## src/rtl/hacc_regs_pkg.sv

```systemverilog
package hacc_regs_pkg;
  // word offsets (byte offset / 4)
  localparam int unsigned W_INTR_STATE = 0;
  localparam int unsigned W_INTR_EN    = 1;
  localparam int unsigned W_CFG        = 2;
  localparam int unsigned W_CMD        = 3;
  localparam int unsigned W_STATUS     = 4;
  localparam int unsigned W_ERR        = 5;
  localparam int unsigned W_KEY0       = 8;

  localparam int unsigned IRQ_DONE   = 0;
  localparam int unsigned IRQ_FEMPTY = 1;
  localparam int unsigned IRQ_ERR    = 2;
  localparam int unsigned NUM_IRQ    = 3;

  localparam logic [31:0] ERR_KEY_BUSY = 32'h0000_0001;

  typedef struct packed {
    logic digest_swap;
    logic endian_swap;
    logic sha_en;
    logic hmac_en;
  } cfg_t;

  function automatic logic [31:0] bswap32(input logic [31:0] w);
    return {w[7:0], w[15:8], w[23:16], w[31:24]};
  endfunction

  function automatic logic [31:0] merge_bytes(input logic [31:0] old_w,
                                              input logic [31:0] new_w,
                                              input logic [3:0]  strb);
    logic [31:0] r;
    for (int b = 0; b < 4; b++) r[8*b +: 8] = strb[b] ? new_w[8*b +: 8] : old_w[8*b +: 8];
    return r;
  endfunction
endpackage

```

## src/rtl/hacc_cmd_ctrl.sv

```systemverilog
module hacc_cmd_ctrl (
  input  logic clk,
  input  logic rst,
  input  logic start_req,
  input  logic proc_req,
  input  logic eng_done,
  output logic start_pulse,
  output logic proc_pulse,
  output logic busy
);
  logic proc_sent;
  logic start_ok, proc_ok;

  assign start_ok = start_req && !busy;
  assign proc_ok  = proc_req && busy && !proc_sent;

  always_ff @(posedge clk) begin
    if (rst) begin
      start_pulse <= 1'b0;
      proc_pulse  <= 1'b0;
      busy        <= 1'b0;
      proc_sent   <= 1'b0;
    end else begin
      start_pulse <= start_ok;
      proc_pulse  <= proc_ok;
      if (start_ok)      busy <= 1'b1;
      else if (eng_done) busy <= 1'b0;
      if (eng_done || !busy) proc_sent <= 1'b0;
      else if (proc_ok)      proc_sent <= 1'b1;
    end
  end
endmodule

```

## src/rtl/hacc_intr.sv

```systemverilog
module hacc_intr #(
  parameter int unsigned NI = 3
) (
  input  logic          clk,
  input  logic          rst,
  input  logic [NI-1:0] set_i,
  input  logic [NI-1:0] clr_i,
  input  logic          en_we,
  input  logic [NI-1:0] en_d,
  output logic [NI-1:0] state_q,
  output logic [NI-1:0] en_q,
  output logic [NI-1:0] irq_q
);
  logic [NI-1:0] state_nxt, en_nxt;

  assign state_nxt = (state_q & ~clr_i) | set_i;   // set wins
  assign en_nxt    = en_we ? en_d : en_q;

  always_ff @(posedge clk) begin
    if (rst) begin
      state_q <= '0;
      en_q    <= '0;
      irq_q   <= '0;
    end else begin
      state_q <= state_nxt;
      en_q    <= en_nxt;
      irq_q   <= state_nxt & en_nxt;
    end
  end
endmodule

```

## src/rtl/hacc_digest_view.sv

```systemverilog
module hacc_digest_view import hacc_regs_pkg::*; #(
  parameter int unsigned NW = 8,
  localparam int unsigned IW = (NW > 1) ? $clog2(NW) : 1
) (
  input  logic [NW*32-1:0] digest_i,
  input  logic [IW-1:0]    idx,
  input  logic             sha_en,
  input  logic             swap,
  output logic [31:0]      word_o
);
  logic [31:0] words [NW];
  logic [31:0] raw;

  for (genvar i = 0; i < NW; i++) begin : g_split
    assign words[i] = digest_i[NW*32-1-32*i -: 32];
  end

  assign raw    = words[idx];
  assign word_o = !sha_en ? 32'h0 : (swap ? bswap32(raw) : raw);
endmodule

```

## src/rtl/hacc_regs.sv

```systemverilog
module hacc_regs import hacc_regs_pkg::*; #(
  parameter int unsigned NW    = 8,
  parameter int unsigned CNT_W = 5,
  parameter int unsigned AW    = 8
) (
  input  logic             clk,
  input  logic             rst,
  input  logic             req_valid,
  input  logic             req_write,
  input  logic [AW-1:0]    req_addr,
  input  logic [31:0]      req_wdata,
  input  logic [3:0]       req_wstrb,
  output logic             rsp_valid,
  output logic [31:0]      rsp_rdata,
  output logic             cfg_hmac_en,
  output logic             cfg_sha_en,
  output logic             cfg_endian_swap,
  output logic             cfg_digest_swap,
  output logic [NW*32-1:0] key_o,
  output logic             start_pulse,
  output logic             proc_pulse,
  output logic             busy,
  input  logic             eng_done,
  input  logic [NW*32-1:0] digest_i,
  input  logic             fifo_empty_i,
  input  logic             fifo_full_i,
  input  logic [CNT_W-1:0] fifo_count_i,
  output logic             irq_done,
  output logic             irq_fifo_empty,
  output logic             irq_err
);
  localparam int unsigned WAW    = AW - 2;
  localparam int unsigned DIG_W0 = W_KEY0 + NW;
  localparam int unsigned IW     = (NW > 1) ? $clog2(NW) : 1;

  logic [WAW-1:0] waddr;
  logic           wr, rd, unused_addr_lsb;
  assign waddr           = req_addr[AW-1:2];
  assign unused_addr_lsb = ^req_addr[1:0];
  assign wr = req_valid && req_write;
  assign rd = req_valid && !req_write;

  logic hit_is, hit_ie, hit_cfg, hit_cmd, hit_st, hit_err, key_hit, dig_hit;
  assign hit_is  = waddr == WAW'(W_INTR_STATE);
  assign hit_ie  = waddr == WAW'(W_INTR_EN);
  assign hit_cfg = waddr == WAW'(W_CFG);
  assign hit_cmd = waddr == WAW'(W_CMD);
  assign hit_st  = waddr == WAW'(W_STATUS);
  assign hit_err = waddr == WAW'(W_ERR);
  assign key_hit = (waddr >= WAW'(W_KEY0)) && (waddr < WAW'(W_KEY0 + NW));
  assign dig_hit = (waddr >= WAW'(DIG_W0)) && (waddr < WAW'(DIG_W0 + NW));

  // command pulses and busy lock
  logic start_req, proc_req;
  assign start_req = wr && hit_cmd && req_wstrb[0] && req_wdata[0];
  assign proc_req  = wr && hit_cmd && req_wstrb[0] && req_wdata[1];

  hacc_cmd_ctrl u_cmd (
    .clk(clk), .rst(rst), .start_req(start_req), .proc_req(proc_req),
    .eng_done(eng_done), .start_pulse(start_pulse), .proc_pulse(proc_pulse), .busy(busy)
  );

  // configuration
  cfg_t cfg_q, cfg_nxt;
  assign cfg_nxt = req_wstrb[0] ? cfg_t'(req_wdata[3:0]) : cfg_q;
  always_ff @(posedge clk) begin
    if (rst)                         cfg_q <= '0;
    else if (wr && hit_cfg && !busy) cfg_q <= cfg_nxt;
  end
  assign cfg_hmac_en     = cfg_q.hmac_en;
  assign cfg_sha_en      = cfg_q.sha_en;
  assign cfg_endian_swap = cfg_q.endian_swap;
  assign cfg_digest_swap = cfg_q.digest_swap;

  // key words
  for (genvar i = 0; i < NW; i++) begin : g_key
    logic [31:0] kw;
    always_ff @(posedge clk) begin
      if (rst) kw <= '0;
      else if (wr && !busy && waddr == WAW'(W_KEY0 + i))
        kw <= merge_bytes(kw, req_wdata, req_wstrb);
    end
    assign key_o[NW*32-1-32*i -: 32] = kw;
  end

  // refused key write -> error code
  logic        key_refused;
  logic [31:0] err_q;
  assign key_refused = wr && key_hit && busy;
  always_ff @(posedge clk) begin
    if (rst)              err_q <= '0;
    else if (key_refused) err_q <= ERR_KEY_BUSY;
  end

  // interrupts
  logic fe_prev;
  always_ff @(posedge clk) begin
    if (rst) fe_prev <= 1'b1;
    else     fe_prev <= fifo_empty_i;
  end

  logic [NUM_IRQ-1:0] irq_set, irq_clr, intr_state, intr_en, irq_vec, en_d;
  always_comb begin
    irq_set             = '0;
    irq_set[IRQ_DONE]   = eng_done;
    irq_set[IRQ_FEMPTY] = fifo_empty_i && !fe_prev;
    irq_set[IRQ_ERR]    = key_refused;
  end
  assign irq_clr = (wr && hit_is && req_wstrb[0]) ? req_wdata[NUM_IRQ-1:0] : '0;
  assign en_d    = req_wdata[NUM_IRQ-1:0];

  hacc_intr #(.NI(NUM_IRQ)) u_intr (
    .clk(clk), .rst(rst), .set_i(irq_set), .clr_i(irq_clr),
    .en_we(wr && hit_ie && req_wstrb[0]), .en_d(en_d),
    .state_q(intr_state), .en_q(intr_en), .irq_q(irq_vec)
  );
  assign irq_done       = irq_vec[IRQ_DONE];
  assign irq_fifo_empty = irq_vec[IRQ_FEMPTY];
  assign irq_err        = irq_vec[IRQ_ERR];

  // digest readout
  logic [31:0] dig_word;
  logic [WAW-1:0] dig_off;
  assign dig_off = waddr - WAW'(DIG_W0);
  hacc_digest_view #(.NW(NW)) u_dig (
    .digest_i(digest_i), .idx(IW'(dig_off)), .sha_en(cfg_q.sha_en),
    .swap(cfg_q.digest_swap), .word_o(dig_word)
  );

  // read path
  logic [31:0] rd_word;
  always_comb begin
    rd_word = '0;
    if (hit_is)       rd_word[NUM_IRQ-1:0] = intr_state;
    else if (hit_ie)  rd_word[NUM_IRQ-1:0] = intr_en;
    else if (hit_cfg) rd_word[3:0]         = cfg_q;
    else if (hit_st) begin
      rd_word[0]         = fifo_empty_i;
      rd_word[1]         = fifo_full_i;
      rd_word[4 +: CNT_W] = fifo_count_i;
    end
    else if (hit_err) rd_word = err_q;
    else if (dig_hit) rd_word = dig_word;
  end

  always_ff @(posedge clk) begin
    if (rst) begin
      rsp_valid <= 1'b0;
      rsp_rdata <= '0;
    end else begin
      rsp_valid <= rd;
      rsp_rdata <= rd ? rd_word : '0;
    end
  end
endmodule

```

## config.mk

```make
export PLATFORM = sky130hd
export DESIGN_NAME = hacc_regs
export DESIGN_NICKNAME = d
export VERILOG_FILES = /design/src/rtl/hacc_regs_pkg.sv /design/src/rtl/hacc_cmd_ctrl.sv /design/src/rtl/hacc_intr.sv /design/src/rtl/hacc_digest_view.sv /design/src/rtl/hacc_regs.sv
export SDC_FILE = /design/constraint.sdc
export NUM_CORES = 1
export LEC_CHECK = 0
export BUFFER_PORTS_ARGS = -buffer_cell sky130_fd_sc_hd__buf_2
export CAP_MARGIN = 20
export CORE_AREA = 10 10 230 232
export DETAILED_ROUTE_END_ITERATION = 7
export DIE_AREA = 0 0 240 242
export REMOVE_ABC_BUFFERS = 1
export SETUP_SLACK_MARGIN = 0.4
export SLEW_MARGIN = 30
export SYNTH_ARGS = -nofsm -noshare
export SYNTH_HDL_FRONTEND = slang
export SYNTH_HIERARCHICAL = 1
export SYNTH_SLANG_ARGS = --single-unit
```

## constraint.sdc

```tcl
create_clock -name clk -period 1.75 [get_ports clk]
set_input_delay 0.175 -clock clk [delete_from_list [all_inputs] [get_ports clk]]
set_output_delay 0.175 -clock clk [all_outputs]
set_load 0.03 [all_outputs]
```

Yosys cells after proc, flatten, opt, wreduce, memory -nomap -nowiden

Cells that the tools add are included.

Add/subtract/negate cells: 1
Magnitude comparators: 5
Equal/unequal tests: 13
Multiplexer cells: 17
Bitwise gates (word level): 8
Reductions and logical operators: 74

Operators with widths:

| cell                                                                                 | count |
|---|---|
| 32-bit binary-select mux with 3-bit select                                           | 1 |
| 32-bit two-way mux                                                                   | 3 |
| 2-bit AND reduction                                                                  | 33 |
| 6-bit by 4-bit == test with 1-bit output (second input constant)                     | 8 |
| 1-bit logical AND                                                                    | 29 |
| 9-bit two-way mux                                                                    | 3 |
| 6-bit by 2-bit == test with 1-bit output (second input constant)                     | 2 |
| 6-bit by 3-bit == test with 1-bit output (second input constant)                     | 2 |
| 6-bit by 5-bit < comparator with 1-bit output (second input constant)                | 2 |
| 3-bit two-way mux                                                                    | 4 |
| 9-bit OR reduction                                                                   | 1 |
| 3-bit bitwise AND                                                                    | 2 |
| 6-bit by 1-bit == test with 1-bit output (second input constant)                     | 1 |
| 6-bit by 4-bit greater-or-equal comparator with 1-bit output (second input constant) | 1 |
| 6-bit by 5-bit greater-or-equal comparator with 1-bit output (second input constant) | 1 |
| 6-bit logical NOT                                                                    | 1 |
| 5-bit two-way mux                                                                    | 1 |
| 5-bit OR reduction                                                                   | 1 |
| 4-bit greater-or-equal comparator (second input constant)                            | 1 |
| 1-bit logical NOT                                                                    | 4 |
| 2-bit two-way mux                                                                    | 2 |
| 4-bit two-way mux                                                                    | 1 |
| 3-bit NOT with 4-bit output                                                          | 1 |
| 2-bit OR reduction                                                                   | 2 |
| 8 further kinds                                                                      | 11 |

Bits in registers: 308
Logic and storage cells: 168

Depth between registers and ports, before layout

Depth after elaboration: 13
Gate-level depth with buffers: 8
Mapped depth without buffers: 6

By module

Netlist, hierarchy kept.

Modules (own cells, without submodules):

| module           | instances | cells each | area an instance (sq um) |
|---|---|---|---|
| hacc_regs        | 1         | 1015       | 10944.2 |
| hacc_digest_view | 1         | 154        | 2127.0 |
| hacc_intr        | 1         | 28         | 309.0 |
| hacc_cmd_ctrl    | 1         | 10         | 130.1 |

Least setup slack after synthesis

No wires, ideal clock.

Path type: input to register
Start point: in req_addr[2]
End point: reg rsp_rdata[1]
Library setup time: 0.125 ns
Arrival time: 1.790 ns
Path slack: -0.164 ns
Stages on the path: 8
Cell sequence: buf_6 > buf_6 > mux4_2 > mux2i_1 > o22ai_1 > a2bb2o_1 > a221oi_1 > o31ai_1

Longest elaborated chain between the ends: 13
Elaborated cells on any way between the ends: 21
Classes of those cells: add/sub (1); order compare (2); eq/ne (4); mux (11); bitwise (1); reduce/logical (2)

RTL lines:

| element                                               | line                   | text |
|---|---|---|
| from (decl)                                           | hacc_regs.sv:10        | `input logic [AW-1:0] req_addr,` |
| 3-bit by 1-bit subtractor with 3-bit output           | hacc_regs.sv:124       | `assign dig_off = waddr - WAW'(DIG_W0);` |
| 3-bit NOT with 4-bit output (implied by the code)     | hacc_digest_view.sv:18 | `assign raw = words[idx];` |
| 32-bit binary-select mux with 3-bit select            | hacc_digest_view.sv:18 |  |
| 32-bit two-way mux (implied by the code) (2 in a row) | hacc_digest_view.sv:18 |  |
| 32-bit two-way mux                                    | hacc_digest_view.sv:19 | `assign word_o = !sha_en ? 32'h0 : (swap ? bswap32(raw) : raw);` |
| 9-bit two-way mux                                     | hacc_digest_view.sv:19 |  |
| via dig_word[1]                                       | hacc_regs.sv:122       | `logic [31:0] dig_word;` |
| 9-bit two-way mux                                     | hacc_regs.sv:143       | `else if (dig_hit) rd_word = dig_word;` |
| 9-bit two-way mux                                     | hacc_regs.sv:142       | `else if (hit_err) rd_word = err_q;` |
| 2-bit two-way mux                                     | hacc_regs.sv:137       | `else if (hit_st) begin` |
| 4-bit two-way mux                                     | hacc_regs.sv:136       | `else if (hit_cfg) rd_word[3:0] = cfg_q;` |
| 3-bit two-way mux                                     | hacc_regs.sv:135       | `else if (hit_ie) rd_word[NUM_IRQ-1:0] = intr_en;` |
| 3-bit two-way mux                                     | hacc_regs.sv:134       | `if (hit_is) rd_word[NUM_IRQ-1:0] = intr_state;` |
| to (signal assigned)                                  | hacc_regs.sv:152       | `rsp_rdata <= rd ? rd_word : '0;` |
| to (decl)                                             | hacc_regs.sv:14        | `output logic [31:0] rsp_rdata,` |

The timed path passes the listed nets, and every way through them passes these cells. The select of a mux whose other input is x is not followed.
A chain may end at the register's enable or synchronous reset.

Final worst setup path

Start point: reg u_cmd.busy
End point: reg g_key[0].kw[28]

Longest elaborated chain between the ends: 4

RTL lines:

| element                              | line                | text |
|---|---|---|
| from (decl)                          | hacc_cmd_ctrl.sv:9  | `output logic busy` |
| from (signal assigned)               | hacc_cmd_ctrl.sv:21 | `busy <= 1'b0;` |
| from (signal assigned)               | hacc_cmd_ctrl.sv:26 | `if (start_ok) busy <= 1'b1;` |
| from (signal assigned)               | hacc_cmd_ctrl.sv:27 | `else if (eng_done) busy <= 1'b0;` |
| 1-bit logical NOT                    | hacc_regs.sv:80     | `else if (wr && !busy && waddr == WAW'(W_KEY0 + i))` |
| 1-bit logical AND (2 in a row)       | hacc_regs.sv:80     |  |
| 2-bit AND reduction (no source line) | n/a                 |  |
| to (signal assigned)                 | hacc_regs.sv:81     | `kw <= merge_bytes(kw, req_wdata, req_wstrb);` |
| to (decl)                            | hacc_regs.sv:77     | `logic [31:0] kw;` |

Every way passes these cells.

==> results.sh <==
export IMPL_crit_slowest_cell="dfxtp_4"
export IMPL_finalMaxSlewViolations=0
export IMPL_port_buffers=608
export IMPL_ff2ff_setup_slack_ns=0.12
export IMPL_synth_top_area_cell="dfxtp_1"
export IMPL_clk_pin_slew_ns=0.06
export IMPL_drt_first_pass_iters=5
export IMPL_pin_count=611
export IMPL_dieHeight_um=242
export IMPL_layout_commonest_cell="buf_2"
export IMPL_min_delay_start="req_wdata[25]"
export IMPL_min_period_ns=1.63
export IMPL_syn_area_um2=13500
export IMPL_num_rows=81
export IMPL_wl_um=63900
export IMPL_netlist_instances=1207
export IMPL_layout_common_cells="buf_2 (595), dfxtp_1 (301), nor2_1 (271), mux2i_1 (268), buf_4 (65)"
export IMPL_grt_overflow=0
export IMPL_grt_pass1_wl_um=90100
export IMPL_critPathCaptureType="flop"
export IMPL_rr_worst_depth=6
export IMPL_ys_flop_type="dfxtp_1"
export IMPL_layout_drive_gt1_share=0.497
export IMPL_fin_ws_ns=0.120
export IMPL_min_delay_path_depth=3
export IMPL_ys_types=45
export IMPL_cts_buffer_depth=3
export IMPL_cp_required_ns=2.14
export IMPL_worst_path_stages=6
export IMPL_path_buf_inv=2
export IMPL_clock_latency_ns=0.53
export IMPL_gp_congestion=0.987
export IMPL_leakage_nw=9.08
export IMPL_max_slew_worst_pin_slew_ns=0.619
export IMPL_syn_avg_cell_area_um2=11.2
export IMPL_hold_class="input port to flop"
export IMPL_rsz0062_at_grt="yes"
export IMPL_grt_antenna_before_repair=27
export IMPL_yosys_top_cells_area="dfxtp_1 (46%), mux2i_1 (22%), mux4_2 (11%)"
export IMPL_grtUsageTotal=0.208
export IMPL_critPathLaunchType="flop"
export IMPL_irDropWorstVdd_v=0.000739
export IMPL_dieArea_um2=58100
export IMPL_hold_violations=0
export IMPL_drv_cap=0
export IMPL_cts_tree="yes"
export IMPL_h_tree_depth=2
export IMPL_crit_type="flop to flop"
export IMPL_pre_cts_slack_ns=-0.579
export IMPL_reg2reg_to="g_key[0].kw[28]$_SDFFE_PP0P_"
export IMPL_reg2reg_from="u_cmd/busy$_SDFFE_PP0P_"
export IMPL_synth_edf_count=0
export IMPL_drc=0
export IMPL_yosysTopAreaCellShare=0.456
export IMPL_wl_per_cell_um=24.9
export IMPL_dp_hpwl_um=50600
export IMPL_root_buffer="clkbuf_16"
export IMPL_crit_top_cell="buf_12"
export IMPL_ys_warn_count=6
export IMPL_hold_ws_ns=0.0285
export IMPL_yosys_register_bits=308
export IMPL_initial_core_util=0.279
export IMPL_max_slew_margin=0.587
export IMPL_nNetsFinal=2217
export IMPL_path_cells="nand4b_1 > buf_12 > nor3_4 > buf_12 > mux2i_1 > nor2_1"
export IMPL_period_share=0.931
export IMPL_cp_arrival_ns=2.02
export IMPL_cts_sinks=308
export IMPL_drt_iter0_drc=686
export IMPL_syn2layout_area_growth_pct=51.7
export IMPL_critPathMaxStageDelay_ns=0.36
export IMPL_postRouteAntennaNets=0
export IMPL_fp_dieW_um=240
export IMPL_fp_coreArea_um2=48400
export IMPL_crit_family="simple AND/OR/NAND/NOR gates"
export IMPL_viasPerCell=4.82
export IMPL_grt_pass1_vias=13000
export IMPL_yosysSeqAreaShare=0.456
export IMPL_status="finished clean"
export IMPL_cp_max_fo=8
export IMPL_powerDensity_nw_per_um2=802
export IMPL_grt_max_degree=108
export IMPL_finalClockSkew_ns=0.0101
export IMPL_setup_viol=0
export IMPL_crit_end="g_key[0].kw[28]$_SDFFE_PP0P_"
export IMPL_cts_made_buffers=37
export IMPL_vias=12400
export IMPL_synthArstFlopShare=0
export IMPL_fmax_ghz=0.614
export IMPL_critPathLaunch="u_cmd/busy$_SDFFE_PP0P_"
==> metrics by stage <==
| stage | area, µm² | utilization | TNS [ns] | cells | power [mW] |
|---|---|---|---|---|---|
| after CTS | 20200 | 0.416 | 0 | 2549 | 16.6 |
| after global placement | 18300 | 0.377 | -44.99 | 2442 | 8.67 |
| final | 20500 | 0.423 | 0 | 2571 | 16.4 |
| after detailed placement | 18300 | 0.377 | -47.85 | 2442 | 8.69 |
| after floorplan | 13000 | - | -128.87 | 1102 | 7.70 |
| after global routing | 20500 | 0.423 | 0 | 2570 | 17.0 |
==> cell usage after synthesis (all sizes together), types with 2 or more instances <==
cell type and number:
a211oi 5, a21oi 5, a221oi 3, a22o 5
and2 4, and3 27, buf 61, clkbuf 44
dfxtp 308, inv 7, mux2i 295, mux4 64
nand2 2, nand2b 6, nand4b 4, nor2 272
nor2b 2, nor3 36, nor3b 2, nor4 2
nor4b 3, o21ai 2, o22ai 33, or4 2
or4b 2
==> tightest hold or removal path, delay by kind of cell <==
| family | cells | cell delay, ns |
|---|---|---|
| simple gates | 1 | 0.07 |
| mux | 1 | 0.10 |
| buf+inv | 1 | 0.18 |
==> repair_timing <==
action | in CTS | in global routing
endpoints found under the setup margin | 295 | 298
gates cloned | 3 | 2
hold buffers | 25 | 0
setup buffers | 13 | 3
endpoints found under the hold margin | 86 | 0
pin swaps | 21 | 28
resized for setup | 68 | 45
==> routing by layer <==
layer  vias up  global-route usage  wire (µm)
met2       548               0.370      32800
met4         4               0.128       3720
met1      5999               0.209      22300
li1       5705                   -          -
met3       138              0.0621       5040
met5         -                   0         27
==> cell families (layout without fill, tap and decap cells) <==
logic type	after synthesis	in the layout	synth area share
DFF	308	308	0.456
buffers and inverters	112	837	0.0396
AOI/OAI and AO/OA	56	56	0.0288
other	0	17	0
and+or+nand+nor	372	372	0.150
muxes	359	359	0.325
==> worst min path at each step <==
stage                     slack (ns)                            to
after detailed placement        0.39       rsp_rdata[5]$_SDFF_PP0_
after global routing            0.02  g_key[3].kw[28]$_SDFFE_PP0P_
after CTS                      0.004  g_key[5].kw[25]$_SDFFE_PP0P_
after global placement          0.39  u_cmd/proc_sent$_SDFFE_PP0P_
after floorplan                 0.24    u_intr/irq_q[0]$_SDFF_PP0_
final                           0.03  g_key[5].kw[25]$_SDFFE_PP0P_
==> flip-flops by register name (all words and copies together), names as in the netlist, 3 cells and up <==
| signal | flops |
|---|---|
| u_intr/state_q | 3 |
| g_key.kw | 256 |
| rsp_rdata | 32 |
| u_intr/irq_q | 3 |
| u_intr/en_q | 3 |
==> area by class of cell <==
cell class	count	area (µm²)
clock inverter	13	135
inverter	7	26.3
fill	4727	28000
clock buffer	53	1080
multi-input combinational	787	7120
timing repair buffer	764	5130
antenna	17	42.5
sequential	308	6180
tap	622	778
==> power breakdown <==
part	internal (mW)	leakage (nW)	total, mW	switching, mW
logic	0.848	6.00	1.72	0.870
clock network	4.59	0.595	7.68	3.10
registers	7.02	2.49	7.03	0.00627
(Power assumes the default switching activity.)
